==> src/rtl/itc_pkg.sv <==
// Package: shared encodings and field positions of the instruction count trigger.
// Assumes a control word of at least 32 bits; positions are fixed by the layout.
package itc_pkg;

    localparam logic [1:0] PRIV_U = 2'd0;
    localparam logic [1:0] PRIV_S = 2'd1;
    localparam logic [1:0] PRIV_M = 2'd3;

    localparam logic [3:0] TYPE_ICOUNT = 4'd3;

    localparam int POS_U   = 6;
    localparam int POS_S   = 7;
    localparam int POS_M   = 9;
    localparam int POS_VU  = 25;
    localparam int POS_VS  = 26;

    localparam logic SEL_CTRL = 1'b0;
    localparam logic SEL_ADDR = 1'b1;

    // Per-mode enable bits held by the trigger
    typedef struct packed {
        logic vs;
        logic vu;
        logic m;
        logic s;
        logic u;
    } mode_en_t;

endpackage

==> src/rtl/itc_mode_gate.sv <==
// Module: itc_mode_gate
// Decides whether an instruction retired at the given privilege level and
// virtualization state is enabled for counting. Purely combinational.
// Assumes priv/virt describe the retiring instruction; encoding 2 is reserved.
module itc_mode_gate
    import itc_pkg::*;
(
    input  mode_en_t   mode_en_i,
    input  logic [1:0] priv_i,
    input  logic       virt_i,
    output logic       count_en_o
);

    // Select the enable bit belonging to the current mode
    always_comb begin
        count_en_o = 1'b0;
        if (virt_i) begin
            case (priv_i)
                PRIV_U:  count_en_o = mode_en_i.vu;
                PRIV_S:  count_en_o = mode_en_i.vs;
                default: count_en_o = 1'b0;
            endcase
        end else begin
            case (priv_i)
                PRIV_U:  count_en_o = mode_en_i.u;
                PRIV_S:  count_en_o = mode_en_i.s;
                PRIV_M:  count_en_o = mode_en_i.m;
                default: count_en_o = 1'b0;
            endcase
        end
    end

endmodule

==> src/rtl/itc_countdown.sv <==
// Module: itc_countdown
// Holds the remaining count. A load replaces it; otherwise an enabled step
// decrements a non-zero count, and the step from 1 to 0 registers a
// one-cycle fire pulse that appears together with the zero count.
// Assumes load and step may be high together; load wins.
module itc_countdown #(
    parameter int CNT_W = 14
) (
    input  logic             clk,
    input  logic             rst_n,
    input  logic             load_i,
    input  logic [CNT_W-1:0] load_val_i,
    input  logic             step_i,
    output logic [CNT_W-1:0] cnt_o,
    output logic             fire_o
);

    localparam logic [CNT_W-1:0] ONE  = CNT_W'(1);
    localparam logic [CNT_W-1:0] ZERO = '0;

    logic live;
    assign live = (cnt_o != ZERO);

    // Count register and fire pulse
    always_ff @(posedge clk) begin
        if (!rst_n) begin
            cnt_o  <= ZERO;
            fire_o <= 1'b0;
        end else begin
            fire_o <= 1'b0;
            if (load_i) begin
                cnt_o <= load_val_i;
            end else if (step_i && live) begin
                cnt_o  <= cnt_o - ONE;
                fire_o <= (cnt_o == ONE);
            end
        end
    end

    // zero count without a load stays zero and never fires
    a_r6_idle_stays_zero: assert property (@(posedge clk) disable iff (!rst_n)
        (cnt_o == ZERO && !load_i) |=> (cnt_o == ZERO && !fire_o));

    // an enabled step lowers a live count by one
    a_r3_step_decrements: assert property (@(posedge clk) disable iff (!rst_n)
        (!load_i && step_i && live) |=> (cnt_o == $past(cnt_o) - ONE));

    // without step or load the count holds
    a_r5_hold_when_gated: assert property (@(posedge clk) disable iff (!rst_n)
        (!load_i && !step_i) |=> $stable(cnt_o));

    // a fire pulse only follows the last decrement
    a_r7_fire_after_last: assert property (@(posedge clk) disable iff (!rst_n)
        fire_o |-> (cnt_o == ZERO && $past(cnt_o) == ONE && !$past(load_i)));

    // pulse lasts one cycle
    a_r7_single_pulse: assert property (@(posedge clk) disable iff (!rst_n)
        fire_o |=> !fire_o);

    // a load wins over a step and suppresses firing
    a_r8_load_wins: assert property (@(posedge clk) disable iff (!rst_n)
        load_i |=> (cnt_o == $past(load_val_i) && !fire_o));

endmodule

==> src/rtl/itc_trigger.sv <==
// Module: itc_trigger (top)
// Instruction count trigger: stores the mode enables, gates the retire strobe
// by the current mode, counts down and requests a breakpoint at zero. The
// read port assembles the control word with the live count.
// Assumes XLEN >= 32; writes to the address register are accepted and dropped.
module itc_trigger
    import itc_pkg::*;
#(
    parameter int XLEN    = 32,
    parameter int CNT_LSB = 10,
    parameter int CNT_W   = 14
) (
    input  logic            clk,
    input  logic            rst_n,
    input  logic            retire_i,
    input  logic [1:0]      priv_i,
    input  logic            virt_i,
    input  logic            csr_we_i,
    input  logic            csr_sel_i,
    input  logic [XLEN-1:0] csr_wdata_i,
    output logic [XLEN-1:0] ctrl_rdata_o,
    output logic            brk_o
);

    localparam int TYPE_LSB = XLEN - 4;

    mode_en_t         mode_q;
    mode_en_t         mode_d;
    logic             load;
    logic             count_en;
    logic             step;
    logic [CNT_W-1:0] cnt;

    assign load = csr_we_i && (csr_sel_i == SEL_CTRL);
    assign step = retire_i && count_en;

    // Extract the enable bits from a control write
    always_comb begin
        mode_d.u  = csr_wdata_i[POS_U];
        mode_d.s  = csr_wdata_i[POS_S];
        mode_d.m  = csr_wdata_i[POS_M];
        mode_d.vu = csr_wdata_i[POS_VU];
        mode_d.vs = csr_wdata_i[POS_VS];
    end

    // Mode enable register, written only by a control write
    always_ff @(posedge clk) begin
        if (!rst_n) begin
            mode_q <= '0;
        end else if (load) begin
            mode_q <= mode_d;
        end
    end

    itc_mode_gate u_gate (
        .mode_en_i  (mode_q),
        .priv_i     (priv_i),
        .virt_i     (virt_i),
        .count_en_o (count_en)
    );

    itc_countdown #(.CNT_W(CNT_W)) u_count (
        .clk        (clk),
        .rst_n      (rst_n),
        .load_i     (load),
        .load_val_i (csr_wdata_i[CNT_LSB +: CNT_W]),
        .step_i     (step),
        .cnt_o      (cnt),
        .fire_o     (brk_o)
    );

    // Assemble the readable control word; unsupported fields stay zero
    always_comb begin
        ctrl_rdata_o                        = '0;
        ctrl_rdata_o[TYPE_LSB +: 4]         = TYPE_ICOUNT;
        ctrl_rdata_o[CNT_LSB +: CNT_W]      = cnt;
        ctrl_rdata_o[POS_U]                 = mode_q.u;
        ctrl_rdata_o[POS_S]                 = mode_q.s;
        ctrl_rdata_o[POS_M]                 = mode_q.m;
        ctrl_rdata_o[POS_VU]                = mode_q.vu;
        ctrl_rdata_o[POS_VS]                = mode_q.vs;
    end

    // machine mode under virtualization never moves the count
    a_r4_virt_m_frozen: assert property (@(posedge clk) disable iff (!rst_n)
        (!load && virt_i && priv_i == PRIV_M) |=> $stable(ctrl_rdata_o));

    // reserved privilege encoding never moves the count
    a_r5_reserved_priv_frozen: assert property (@(posedge clk) disable iff (!rst_n)
        (!load && priv_i == 2'd2) |=> $stable(ctrl_rdata_o));

    // address register writes without retire leave the control word alone
    a_r9_addr_write_no_effect: assert property (@(posedge clk) disable iff (!rst_n)
        (csr_we_i && csr_sel_i == SEL_ADDR && !retire_i) |=> $stable(ctrl_rdata_o));

    // unsupported fields read zero, type reads constant
    a_r2_fixed_fields: assert property (@(posedge clk) disable iff (!rst_n)
        load |=> (ctrl_rdata_o[5:0] == '0 && !ctrl_rdata_o[8] && !ctrl_rdata_o[24]
                  && !ctrl_rdata_o[27] && ctrl_rdata_o[TYPE_LSB +: 4] == TYPE_ICOUNT));

    // breakpoint request always coincides with a zero count on the read port
    a_r7_brk_reads_zero: assert property (@(posedge clk) disable iff (!rst_n)
        brk_o |-> (ctrl_rdata_o[CNT_LSB +: CNT_W] == '0));

endmodule

==> config.mk <==
export PLATFORM = sky130hd
export DESIGN_NAME = itc_trigger
export DESIGN_NICKNAME = d
export VERILOG_FILES = /design/src/rtl/itc_pkg.sv /design/src/rtl/itc_mode_gate.sv /design/src/rtl/itc_countdown.sv /design/src/rtl/itc_trigger.sv
export SDC_FILE = /design/constraint.sdc
export NUM_CORES = 1
export LEC_CHECK = 0
export BUFFER_PORTS_ARGS = -buffer_cell sky130_fd_sc_hd__buf_2
export CAP_MARGIN = 10
export CORE_MARGIN = 1
export CORE_UTILIZATION = 47
export CTS_CLUSTER_SIZE = 28
export DETAILED_ROUTE_END_ITERATION = 10
export MAX_ROUTING_LAYER = met4
export PLACE_DENSITY = 0.91
export SETUP_SLACK_MARGIN = 0.05
export SLEW_MARGIN = 20
export SYNTH_ARGS = -nofsm -noshare
export SYNTH_HDL_FRONTEND = slang
export SYNTH_HIERARCHICAL = 1
export SYNTH_SLANG_ARGS = --single-unit
==> constraint.sdc <==
create_clock -name clk -period 4.4 [get_ports clk]
set_input_delay 0.22 -clock clk [delete_from_list [all_inputs] [get_ports clk]]
set_output_delay 0.22 -clock clk [all_outputs]
set_load 0.03 [all_outputs]
Word-level counts from Yosys, hierarchy flattened
Cells that the tools add are included.

operators by class
  bitwise gates (word level) = 3
  add/subtract/negate cells = 1
  reductions and logical operators = 7
  mux-type cells = 5
  eq/ne operators = 3

operator list
  cell                     number
  $mux W14                 2
  $eq A14 B1 Y1 const B    1
  $reduce_bool A14 Y1      1
  $sub A14 B1 Y14 const B  1
  $logic_and A1 B1 Y1      3
  $not A1 Y1               3
  $pmux W1 S3              1
  $reduce_or A3 Y1         1
  $eq A2 B1 Y1 const B     1
  $eq A2 B2 Y1 const B     1
  $logic_not A2 Y1         1
  $pmux W1 S2              1
  $reduce_bool A2 Y1       1
  $mux W1                  1

storage, ports and cells
  flip-flop bits (word level) = 20
  input bits = 40
  output and inout bits = 33

Longest topological paths before layout
Gate-level depths: netlist of run 1.

  depth after elaboration = 7
  depth in mapped cells = 8

Hierarchy
Netlist of run 1, hierarchy kept.

modules (own cells, without submodules)
  module         cells an instance  area an instance (um^2)  instances
  itc_countdown  109                922.1                    1
  itc_trigger    39                 329.1                    1
  itc_mode_gate  6                  45.0                     1

Worst setup path after synthesis of run 1
OpenSTA, ideal clock, no wires.

  path kind = register to register
  start point = reg mode_q, in the netlist ctrl_rdata_o[26]
  end point = reg u_count.cnt_o[13]
  cell stages (with the launch flop) = 9
  required time = 4.326 ns
  arrival = 2.234 ns
  path slack = 2.092 ns
  cells stage by stage = dfxtp_1 -> mux2i_1 -> o21ai_1 -> a21o_1 -> and2_1 -> or3b_1 -> or3_1 -> or4_1 -> a31oi_1

between the ends
  word-level cells in the longest chain between the ends = 5

ends and longest elaborated chain
  what                                 RTL line             text
  start: declaration                   itc_trigger.sv:27    mode_en_t mode_q;
  start signal: assignment             itc_trigger.sv:51    mode_q <= mode_d;
  $pmux W1 S2                          itc_mode_gate.sv:18  case (priv_i)
  $mux W1                              itc_mode_gate.sv:17  if (virt_i) begin
  net count_en                         itc_trigger.sv:30    logic count_en;
  $logic_and A1 B1 Y1                  itc_trigger.sv:35    assign step = retire_i && count_en;
  net step                             itc_trigger.sv:31    logic step;
  $logic_and A1 B1 Y1                  itc_countdown.sv:33  end else if (step_i && live) begin
  $reduce_bool A2 Y1 (no source line)  -
  end signal: assignment               itc_countdown.sv:32  cnt_o <= load_val_i;
  end signal: assignment               itc_countdown.sv:34  cnt_o <= cnt_o - ONE;
  end: declaration                     itc_countdown.sv:14  output logic [CNT_W-1:0] cnt_o,

The timed path passes the listed nets, and every way through them passes these cells.
A chain may end at the register's enable or synchronous reset.

Worst setup path after layout of run 1
Ends and elaborated chain as after synthesis.

==> results.json, run 1 <==
{
  "status": "complete, no violations",
  "min_from": "csr_wdata_i[9]",
  "ir_drop_mv": 0.198,
  "power_density_nw_per_um2": 293,
  "die_w_microns": 54.5,
  "worstMarginPinSlew_ns": 0.561,
  "yosysWarnings": 6,
  "ios": 73,
  "max_freq_ghz": 0.435,
  "cp.required_ns": 4.63,
  "antennaDiodeCount": 0,
  "cp_slowest_cell": "or3b_1",
  "portBuffers": 46,
  "wire_per_inst_microns": 12.4,
  "clock-root-buffer": "clkbuf_4",
  "synth-seq-cells": 20,
  "r2r-end": "u_count/cnt_o[13]",
  "synth_compound_area_frac": 0.195,
  "tritoncts": "done",
  "cp_data_arrival_time_ns": 2.52,
  "core_sq_um": 2540,
  "grt_setup_unrepaired": "false",
  "area_growth_pct": 16.7,
  "ctsHoldBuffers": 0,
  "ys_types": 46,
  "wl_met3_microns": 140,
  "synthesis.area_sq_um": 1300,
  "placed_area_sq_um": 1480,
  "hold_depth": 3,
  "multi_input_area_sq_um": 790,
  "r2r_setup_slack_ns": 2.10,
  "p_leak_nw": 0.704,
  "drt-total-wl_mm": 2.80,
  "antenna_left": 0,
  "finalCriticalPeriod_ns": 2.30,
  "post-place-ws_ns": 2.10,
  "routed.top_layer": "met4",
  "crit_chain": "mux2i_1, o21ai_1, a21o_1, and2_1, or3b_1, or3_1, or4_1, a31oi_1",
  "path_clk_slew_ns": 0.11,
  "hold_class": "input port to flop",
  "synth-adder-area-share": 0.0193,
  "dr.pass1.iters": 4,
  "critPathMaxFanout": 7,
  "ff2ff_path_depth": 8,
  "cp-end-kind": "flop",
  "timing.rr.start": "ctrl_rdata_o[26]",
  "synth-xor-area-share": 0.0338,
  "grt.total_usage": 0.208,
  "synthCells": 154,
  "fin_hold_ws_ns": 0.155,
  "fp.dieH_microns": 54.5,
  "grt_pass1_wl_mm": 4.36,
  "post_cts_buffers": 0,
  "fill_cells": 239,
  "avgViaCountPerCell": 5.34,
  "drive_gt1_frac": 0.281,
  "placementRows": 18,
  "grt_overflow": 0,
  "clock_latency_ns": 0.29,
  "cts_made_buffers": 3,
  "critical_path_class": "flop to flop",
  "die_area_sq_um": 2970,
  "final-seq-area_sq_um": 400,
  "crit_path_start_kind": "flop",
  "finalWeightedCongestion": 0.883,
  "grt_max_degree": 26,
  "yosysSeqAreaShare": 0.309,
  "start_util": 0.509,
  "grt_pass1_vias": 1043,
  "met1_length_mm": 1.28,
  "worstHoldEndpoint": "ctrl_rdata_o[9]",
  "fin_skew_ns": 0.00438,
  "htree_levels": 1,
  "finalNetCount": 239,
  "clock-sinks": 20,
  "synth_top_flop_cell": "dfxtp_1",
  "relSlewSlack": 0.617,
  "antenna_found_initial": 0,
  "final_area_sq_um": 1510,
  "maxSlewViolCount": 0,
  "dr_wl_met2_mm": 1.34,
  "drc": 0,
  "drt_iter0_drc": 32,
  "period_share": 0.522,
  "yosys.area_share.simple": 0.269,
  "async_reset_ff_frac": 0,
  "synth_edf_count": 0,
  "slowest_delay_ns": 0.40,
  "maxCapViolCount": 0,
  "synth_mux_area_frac": 0.0541,
  "setup_viol": 0,
  "synth_top_family_by_area": "simple AND/OR/NAND/NOR gates",
  "worst_slack_ns": 2.10,
  "utilization": 0.594,
  "cts_resized": 0,
  "final-hold-violation-count": 0,
  "via_count": 1207,
  "tns_ns": 0,
  "startpoint": "ctrl_rdata_o[26]",
  "cts_max_path_buffers": 2,
  "dpl.hpwl_mm": 2.07,
  "avgSynthCellArea_sq_um": 8.42
}
## state kept, by name, summed over array words and instances (netlist names)
signal	flops
u_count/cnt_o	14
u_count/fire_o	1
ctrl_rdata_o	5
## through the flow
step,instances,total power [mW]
2_1_floorplan,165,0.314
3_3_place_gp,222,0.337
3_5_place_dp,222,0.340
4_1_cts,226,0.446
5_1_grt,226,0.469
6_report,226,0.444
## logic make-up (layout without fill, tap and decap cells)
| family | count (synthesis) | after routing |
|---|---|---|
| buffers and inverters | 24 | 55 |
| flip-flops | 20 | 20 |
| AO/OA/AOI/OAI | 37 | 37 |
| other | 2 | 13 |
| adder cells (fa/ha/maj) | 2 | 2 |
| multiplexers | 7 | 7 |
| XOR/XNOR | 5 | 5 |
| AND/OR/NAND/NOR | 57 | 57 |
## Yosys cell counts (all sizes together) (3+ instances only)
cell type / n / share of area
dfxtp: 20 / 0.31
nand2: 17 / 0.049
buf: 14 / 0.084
o21ai: 12 / 0.046
mux2i: 7 / 0.054
a21oi: 5 / 0.019
a31oi: 5 / 0.024
clkbuf: 5 / 0.015
inv: 5 / 0.014
nand2b: 5 / 0.024
or4: 5 / 0.032
nor2: 4 / 0.012
nor4: 4 / 0.024
or3: 4 / 0.019
nor3b: 3 / 0.017
o211a: 3 / 0.023
xnor2: 3 / 0.020
## per-layer routing
| layer | vias up | GRT usage |
|---|---|---|
| li1 | 622 | - |
| met1 | 536 | 0.253 |
| met2 | 45 | 0.348 |
| met3 | 4 | 0.0167 |
| met4 | 0 | 0.0940 |
| met5 | - | - |
## critical path: cells and delay by family (launching register included)
kind / cells / cell delay (ns)
AOI/OAI and AO/OA: 3 / 0.40
muxes: 1 / 0.08
DFF: 1 / 0.37
and+or+nand+nor: 4 / 1.37
## how the worst max path moves through the flow
| stage | endpoint | slack, ns | cells after the start |
|---|---|---|---|
| floorplan | u_count/cnt_o[13] | 2.09 | 8 |
| global placement | u_count/cnt_o[10] | 2.13 | 9 |
| detailed placement | u_count/cnt_o[13] | 2.10 | 9 |
| CTS | u_count/cnt_o[13] | 2.12 | 8 |
| global route | u_count/cnt_o[10] | 1.91 | 8 |
| finish | u_count/cnt_o[13] | 2.10 | 8 |
## placed cells by master, fill, tap and decap left out, types with 2 or more instances in the layout
cell and n:
nor3b_1 3, or4_1 4, xor2_1 2, conb_1 13
mux2i_1 7, or3_1 4, nand3b_1 2, a31oi_1 5
buf_2 46, a21oi_1 5, nor3_1 2, nand2b_1 5
and4_1 2, clkbuf_4 3, nand4_1 2, nand2_1 17
o21ai_0 11, inv_1 5, o31ai_1 2, o211a_1 3
a21boi_0 2, xnor2_1 3, nor2_1 4, nor4_1 3
ha_1 2, dfxtp_1 20
## power breakdown
part | internal [mW] | leakage (nW) | switching, mW
combinational | 0.0448 | 0.518 | 0.0842
sequential | 0.192 | 0.164 | 0.0153
clock | 0.0504 | 0.0210 | 0.0565
## final cells by class
| type | count | share of cell area |
|---|---|---|
| Multi-Input combinational cell | 121 | 0.522 |
| Sequential cell | 20 | 0.265 |
| Timing Repair Buffer | 46 | 0.152 |
| Tap cell | 30 | 0.0248 |
| Clock buffer | 4 | 0.0240 |
| Inverter | 5 | 0.0124 |
Note: power is estimated with default switching activity, not from simulation.
==> run 2: changes to the inputs <==
--- a/config.mk
+++ b/config.mk
@@ -8,11 +8,11 @@
 export BUFFER_PORTS_ARGS = -buffer_cell sky130_fd_sc_hd__buf_2
 export CAP_MARGIN = 10
 export CORE_MARGIN = 1
-export CORE_UTILIZATION = 47
+export CORE_UTILIZATION = 40
 export CTS_CLUSTER_SIZE = 28
 export DETAILED_ROUTE_END_ITERATION = 10
 export MAX_ROUTING_LAYER = met4
-export PLACE_DENSITY = 0.91
+export PLACE_DENSITY = 0.83
 export SETUP_SLACK_MARGIN = 0.05
 export SLEW_MARGIN = 20
 export SYNTH_ARGS = -nofsm -noshare
==> constraint.sdc (replaced) <==
create_clock -name clk -period 1.9 [get_ports clk]
set_input_delay 0.095 -clock clk [delete_from_list [all_inputs] [get_ports clk]]
set_output_delay 0.095 -clock clk [all_outputs]
set_load 0.03 [all_outputs]
==> run 2 against run 1 <==
The run now ends with setup timing left. Die area increased by 17%. Core utilization increased by 0.36 points. Clock skew increased by 0.0012 ns. Via count increased by 15%. Sequential share of layout area decreased by 3.1 points. Flip-flop and latch count unchanged. Wire length increased by 30%. Total power increased to 2.5 times the previous value. Sequential power increased by 130%. Worst setup slack got worse by 2.4 ns. Combinational power increased to 3.1 times the previous value. Highest routed layer unchanged.
==> results.json, run 2 (synthesis gave the netlist of run 1 again) <==
{
  "dr.pass1.iters": 4,
  "layout_commonest_cell": "buf_2",
  "power_density_nw_per_um2": 619,
  "grt.total_usage": 0.215,
  "ir_drop_mv": 0.301,
  "p_leak_nw": 0.828,
  "final-hold-violation-count": 0,
  "crit_family": "compound AO/OA/AOI/OAI gates",
  "start_util": 0.425,
  "crit_path_end": "u_count/cnt_o[10]",
  "ctsHoldBuffers": 0,
  "path_clk_slew_ns": 0.12,
  "avgViaCountPerCell": 5.38,
  "placementRows": 20,
  "cp_slowest_cell": "or4bb_4",
  "slowest_delay_ns": 0.46,
  "status": "finished, violations left",
  "die_area_sq_um": 3470,
  "ios": 73,
  "startpoint": "ctrl_rdata_o[26]",
  "dpl.hpwl_mm": 2.39,
  "period_share": 1.16,
  "clock-sinks": 20,
  "clock_latency_ns": 0.31,
  "worst-path-stages": 10,
  "finalNonFillerCells": 258,
  "grt_pass1_vias": 1295,
  "setup_viol": 5,
  "final_area_sq_um": 1830,
  "failed_checks": "setup timing",
  "tritoncts": "done",
  "grt_overflow": 0,
  "max_freq_ghz": 0.455,
  "antennaDiodeCount": 0,
  "drt_iter0_drc": 54,
  "largest_reg_flops": 14,
  "most-common-layout-cells": "buf_2, buf_4, nand2_1, conb_1",
  "ff2ff_path_depth": 10,
  "htree_levels": 1,
  "wire_per_inst_microns": 14.1,
  "portBuffers": 46,
  "tns_ns": -0.929,
  "placed_area_sq_um": 1660,
  "cts_made_buffers": 3,
  "die_w_microns": 58.9,
  "cp-end-kind": "flop",
  "drive_gt1_frac": 0.453,
  "cp_data_arrival_time_ns": 2.42,
  "critPathMaxFanout": 2,
  "worst-path-buf-inv": 2,
  "via_count": 1389,
  "maxCapViolCount": 0,
  "core_sq_um": 3050,
  "drt-total-wl_mm": 3.63,
  "clock-root-buffer": "clkbuf_4",
  "finalWeightedCongestion": 0.941,
  "finalNetCount": 257,
  "antenna_left": 0,
  "fp.dieH_microns": 58.9,
  "antenna_found_initial": 0,
  "crit_chain": "mux2i_1, o21ai_1, a21o_1, and2_4, buf_4, buf_6, or4bb_4, a2111oi_4, xor2_1, o211a_1",
  "r2r-end": "u_count/cnt_o[10]",
  "hold_class": "input port to flop",
  "fin_skew_ns": 0.00556,
  "finalCriticalPeriod_ns": 2.20,
  "crit_path_start_kind": "flop",
  "critical_path_class": "flop to flop",
  "area_growth_pct": 40.8,
  "grt_max_degree": 26,
  "maxSlewViolCount": 0,
  "regMostFlops": "u_count/cnt_o",
  "cp.required_ns": 2.12,
  "timing.rr.start": "ctrl_rdata_o[26]",
  "worst_slack_ns": -0.300,
  "worstMarginPinSlew_ns": 0.515,
  "relSlewSlack": 0.656,
  "grt_setup_unrepaired": "true",
  "grt_pass1_wl_mm": 5.58,
  "r2r_setup_slack_ns": -0.30,
  "dp.cells": 251,
  "cts_max_path_buffers": 2,
  "drc": 0
}
-- run 2: cell count changes in the layout (fill, tap and decap cells not counted), moves of 2 or more --
cell | previous run | this run
dfxtp_4 | 0 | 6
a2111oi_4 | 0 | 2
dfxtp_2 | 0 | 3
nand2_1 | 17 | 15
dfxtp_1 | 20 | 11
buf_4 | 0 | 16
-- run 2: how the worst min path moves through the flow --
stage                                   to           start  cells after the start
after CTS                  ctrl_rdata_o[7]  csr_wdata_i[7]                      3
after global routing       ctrl_rdata_o[7]  csr_wdata_i[7]                      3
final                      ctrl_rdata_o[7]  csr_wdata_i[7]                      3
after floorplan           u_count/cnt_o[5]           rst_n                      2
after global placement     ctrl_rdata_o[7]  csr_wdata_i[7]                      3
after detailed placement   ctrl_rdata_o[6]  csr_wdata_i[6]                      3
-- run 2: metal layers --
metal,track usage,wire length [microns],part of all wire,up-vias
met5,-,0,0,-
met2,0.370,1850,0.51,59
met4,0.0952,116,0.032,0
met3,0.0264,207,0.057,14
met1,0.250,1460,0.40,653
li1,-,-,-,663
-- run 2: layout make-up --
| class | count | area, sq um |
|---|---|---|
| inverters | 5 | 21.3 |
| repair buffers | 64 | 377 |
| multi-input cells | 121 | 910 |
| well taps | 44 | 55.1 |
| flip-flops and latches | 20 | 427 |
| clock buffers | 4 | 36.3 |
| fillers | 282 | 1230 |
-- run 2: worst register-to-register path: stages, from the launching register on --
cell and delay (ns):
dfxtp_4 0.37, mux2i_1 0.06, o21ai_1 0.14, a21o_1 0.12, and2_4 0.13, buf_4 0.11, buf_6 0.09, or4bb_4 0.46
a2111oi_4 0.30, xor2_1 0.11, o211a_1 0.22
-- run 2: what timing repair did --
item                       CTS  global route
gates resized for setup      7            13
setup endpoints to repair    6            12
hold endpoints to repair     0             0
buffers inserted             1             2
pin swaps                    3             9
-- run 2: through the flow --
step | power [mW] | hold slack, ns | setup slack, ns | util
global placement | 0.828 | 0.333 | -0.0992 | 0.544
CTS | 1.10 | 0.00568 | -0.250 | 0.569
detailed placement | 0.836 | 0.342 | -0.207 | 0.544
floorplan | 0.737 | 0.226 | -0.191 | -
global route | 1.18 | 0.00979 | -0.412 | 0.598
finish | 1.13 | 0.0104 | -0.300 | 0.598
-- run 2: where the power goes --
group          switching [mW]  internal [mW]
registers              0.0295          0.443
clock network           0.138          0.117
logic                   0.252          0.150
